### config.mk
export PLATFORM = sky130hd
export DESIGN_NAME = isa_io_slave
export DESIGN_NICKNAME = d
export VERILOG_FILES = /design/src/rtl/isa_io_slave.sv
export SDC_FILE = /design/constraint.sdc
export NUM_CORES = 1
export LEC_CHECK = 0
export ABC_AREA = 1
export BUFFER_PORTS_ARGS = -buffer_cell sky130_fd_sc_hd__buf_2
export CAP_MARGIN = 20
export CORE_MARGIN = 2
export CORE_UTILIZATION = 55
export DETAILED_ROUTE_END_ITERATION = 16
export PLACE_DENSITY = 0.9
export SYNTH_ARGS = -nofsm -noshare
export SYNTH_HDL_FRONTEND = slang
export SYNTH_SLANG_ARGS = --single-unit
### constraint.sdc
create_clock -name clk -period 2.1 [get_ports clk]
set_input_delay 0.105 -clock clk [delete_from_list [all_inputs] [get_ports clk]]
set_output_delay 0.105 -clock clk [all_outputs]
set_load 0.01 [all_outputs]
### src/rtl/isa_io_slave.sv
module isa_io_slave #(
  parameter int ADDR_W = 15,
  parameter int DATA_W = 8,
  parameter int SEL_W  = 4,
  parameter logic [ADDR_W-SEL_W-1:0] BASE_ADDR = 'h030
) (
  input  logic                         clk,
  input  logic                         rst_n,
  input  logic [ADDR_W-1:0]            bus_addr,
  input  logic                         bus_aen,
  input  logic                         bus_ale,
  input  logic                         bus_ior_n,
  input  logic                         bus_iow_n,
  input  logic [DATA_W-1:0]            bus_data_in,
  output logic [DATA_W-1:0]            bus_data_out,
  output logic                         bus_data_oe,
  output logic [(1<<SEL_W)-1:0]        reg_wr_pulse,
  output logic [DATA_W-1:0]            reg_wr_data,
  output logic [(1<<SEL_W)*DATA_W-1:0] reg_file
);
  localparam int NREG = 1 << SEL_W;
  localparam logic [3:0] SYNC_IDLE = 4'b0111;

  logic [3:0] sync1, sync2;
  logic ale_d, iow_d, ior_d;
  logic [ADDR_W-1:0] addr_lat;
  logic addr_ok;
  logic [DATA_W-1:0] wr_hold;
  logic [DATA_W-1:0] regs [NREG];

  wire ale_s = sync2[3];
  wire aen_s = sync2[2];
  wire ior_s = sync2[1];
  wire iow_s = sync2[0];
  wire [SEL_W-1:0] idx = addr_lat[SEL_W-1:0];

  always_ff @(posedge clk or negedge rst_n)
    if (!rst_n) begin
      sync1 <= SYNC_IDLE;
      sync2 <= SYNC_IDLE;
      ale_d <= 1'b0;
      iow_d <= 1'b1;
      ior_d <= 1'b1;
    end else begin
      sync1 <= {bus_ale, bus_aen, bus_ior_n, bus_iow_n};
      sync2 <= sync1;
      ale_d <= ale_s;
      iow_d <= iow_s;
      ior_d <= ior_s;
    end

  always_ff @(posedge clk or negedge rst_n)
    if (!rst_n) begin
      addr_lat <= '0;
      addr_ok  <= 1'b0;
    end else if (ale_d && !ale_s) begin
      addr_lat <= bus_addr;
      addr_ok  <= 1'b1;
    end

  always_ff @(posedge clk or negedge rst_n)
    if (!rst_n) wr_hold <= '0;
    else if (!iow_s) wr_hold <= bus_data_in;

  wire sel     = addr_ok && !aen_s && (addr_lat[ADDR_W-1:SEL_W] == BASE_ADDR);
  wire rd_en   = sel && !ior_s && iow_s;
  wire wr_fire = sel && iow_s && !iow_d && ior_s && ior_d;

  genvar g;
  generate
    for (g = 0; g < NREG; g++) begin : g_reg
      assign reg_wr_pulse[g] = wr_fire && (idx == SEL_W'(g));
      always_ff @(posedge clk or negedge rst_n)
        if (!rst_n) regs[g] <= '0;
        else if (reg_wr_pulse[g]) regs[g] <= wr_hold;
      assign reg_file[g*DATA_W +: DATA_W] = regs[g];
    end
  endgenerate

  assign reg_wr_data  = wr_hold;
  assign bus_data_oe  = rd_en;
  assign bus_data_out = rd_en ? regs[idx] : '0;
endmodule

==> metrics <==
outcome=complete, but fails checks; failing checks=setup timing; clk_lat worst skew=0.45 ns; # diodes=0; Post-Synth Simple-Gate Area=41.7%; slowest stage delay, CP=0.56 ns; post-synth top area share=43.5%; layout cells sized above 1=27.0%; crit path time final=2.15 ns; main combinational cell family by area after synthesis=simple AND/OR/NAND/NOR gates; P_sw=2.34 mW; CTS H-tree depth=4; slowest stage cell on the critical path=dfstp_2; IO Count=190; first-pass GRT wire length=49.0 mm; cell mode on critical path=nor2_4; FMAX=0.465 GHz; Port Buffers=189; Slew headroom=45.4%; R2R setup slack=0 ns; fraction of the mapped netlist area in adder cells=0%; top-count cell post-synth=nand2_1; cell area after layout=0.0120 mm²; clk slew on worst S/H paths=0.06 ns; DRT Pass-1 Iters=6; CP startpoint kind=flop; DR WL/cell=19.0 µm; Seq cells post-synth=163; final-stage net count=1,526; RSZ-0062 raised after global routing=true; vias in the first global route=9,163; GR Util All Layers=36.1%; clock share of power=41.2%; Die W=131 µm; Final WS setup=-0.0503 ns; crit-path leading delay family=simple AND/OR/NAND/NOR gates; Root Buffer=clkbuf_16; crit path DAT=2.05 ns; Pint=5.66 mW; clock sinks=163; largest net degree at the start of global routing=67; Area Overhead vs Synth=34.6%; CTS max path bufs=2; most frequent cells after synthesis=616 x nand2_1, 156 x inv_1, 155 x dfrtp_1; Synth Area in Compound Gates=0.337%; Cell Chain, Critical Path=inv_4 > nor2_4 > nand3b_4 > nor2_4 > nand3_1 > nor2_2 > buf_2; Final ANT Viol Nets=0; Setup Skew=0.0172 ns; Sw Share=29.3%; min-delay worst type=primary input to async pin; Yosys warnings=0; Mapped Nets=1,258; TritonCTS clock tree=yes; DP Area=0.0102 mm²; final core utilization=75.5%; crit path max fanout=9; sequential share of power=41.2%; Lkg Pwr=7.03 nW; gr ovfl total=0; row count=46; Post-Route WL=32.8 mm; actual slew at the worst max-slew pin=0.817 ns; Critical path buffers and inverters=2; Worst R2R End=reg_file[48]; FF-to-FF Start=sync2[0]; Placeable Area=0.0159 mm²; Area contributors post-synth=dfrtp_1 44%, nand2_1 26%, nand4_1 9.0%; vias per cell=5.78; register area share after synthesis=45.9%; Yosys cell types=23; WS Path Type=flop to output port; Mapped Avg Cell Area=7.25 µm²; Req. time, crit path=2.00 ns; mux share of post-synthesis cell area=1.14%; total die area=0.0172 mm²; final hold vios=0; final setup vio count=14; total power draw=8.00 mW; Worst setup EP type=output port; FF-to-FF path depth=9; Post-synth ARST share=100%; Final Cycle Share=102%; maximum vdd drop=604 µV; Place WS=0.219 ns; synthesized area=0.00891 mm²; via count=9,973; WHS=0.204 ns; fin. max-slew vios=0; area leader, netlist=dfrtp_1; GPL Wtd Cong=1.03; top_reg_cell synth=dfrtp_1; Combinational Power Share=17.6%; drt drc=0; pwr/cell area=667 mW/mm²; max cap viols=0; EDFF count, synth=0; die height=131 µm; Initial Util=56.1%; XOR/XNOR Fraction of Synth Area=0%; CTS Buf Count=17; Post-Synthesis Cells=1,229; initial antenna violation count=0; HPWL Detailed=19.8 mm; DR iter-0 viols=1,360
flip-flops by register name, summed over array words and instances (netlist names):
signal,flops
sync2,4
ale_d,1
iow_d,1
sync1,4
addr_ok,1
reg_wr_data,8
addr_lat,15
ior_d,1
reg_file,128
worst max path at each step:
| stage | to | slack [ns] | cells past startpoint | start |
|---|---|---|---|---|
| CTS | reg_wr_pulse[12] | -0.01 | 7 | sync2[1] |
| global placement | reg_wr_pulse[14] | 0.27 | 6 | sync2[1] |
| global route | bus_data_out[0] | -0.09 | 7 | sync2[0] |
| floorplan | bus_data_out[5] | 0.43 | 8 | sync2[0] |
| finish | bus_data_out[7] | -0.05 | 7 | sync2[0] |
| detailed placement | reg_wr_pulse[11] | 0.22 | 6 | sync2[1] |
power by group through the flow:
stage / logic, mW / clock network (mW) / registers, mW
after floorplan: 0.755 / 0 / 3.30
after global placement: 1.16 / 0 / 3.33
after detailed placement: 1.18 / 0 / 3.34
after CTS: 1.28 / 3.28 / 3.28
after global routing: 1.52 / 3.41 / 3.30
final: 1.41 / 3.30 / 3.30
layout by cell type (no fill, tap or decap), drive strengths merged, types with 3 or more instances in the layout:
master       instances
inv                160
clkinv               4
clkbuf              24
mux2                 9
dfrtp              155
a21oi                6
dfstp                8
bufinv               3
bufbuf               3
clkinvlp             3
nand4              145
buf                287
dlygate4sd3         28
nand2              616
nor2                40
nand3               16
layer usage:
layer	part of all wire, %	track usage [%]	up-vias	wire (µm)
li1	-	-	4376	-
met1	36	45.2	4646	11800
met2	47	57.8	779	15400
met3	12	10.3	172	3810
met4	5.5	17.7	0	1790
met5	0	0	-	0
repair_timing:
action,in CTS,in global routing
endpoints found under the setup margin,24,24
gates resized for setup,24,58
buffers inserted,22,30
cloned,4,2
endpoints found under the hold margin,77,0
pin swaps,15,19
hold buffers,28,0
cells by family after synthesis:
kind of cell	count (synthesis)
simple gates	818
mux	9
buf+inv	233
compound gates	6
flops	163
area by class of cell:
type	count	area (µm²)
Clock buffer	23	488
Sequential cell	163	4090
Timing Repair Buffer	319	2370
Fill cell	1042	3880
Multi-Input combinational cell	835	4020
Clock inverter	9	128
Inverter	161	632
Tap cell	216	270
through the flow:
stage | setup TNS (ns) | instances
after floorplan | 0 | 1229
after global placement | 0 | 1608
after detailed placement | 0 | 1608
after CTS | -0.0373 | 1694
after global routing | -1.90 | 1726
final | -0.324 | 1726
Note: power is estimated with default switching activity, not from simulation.
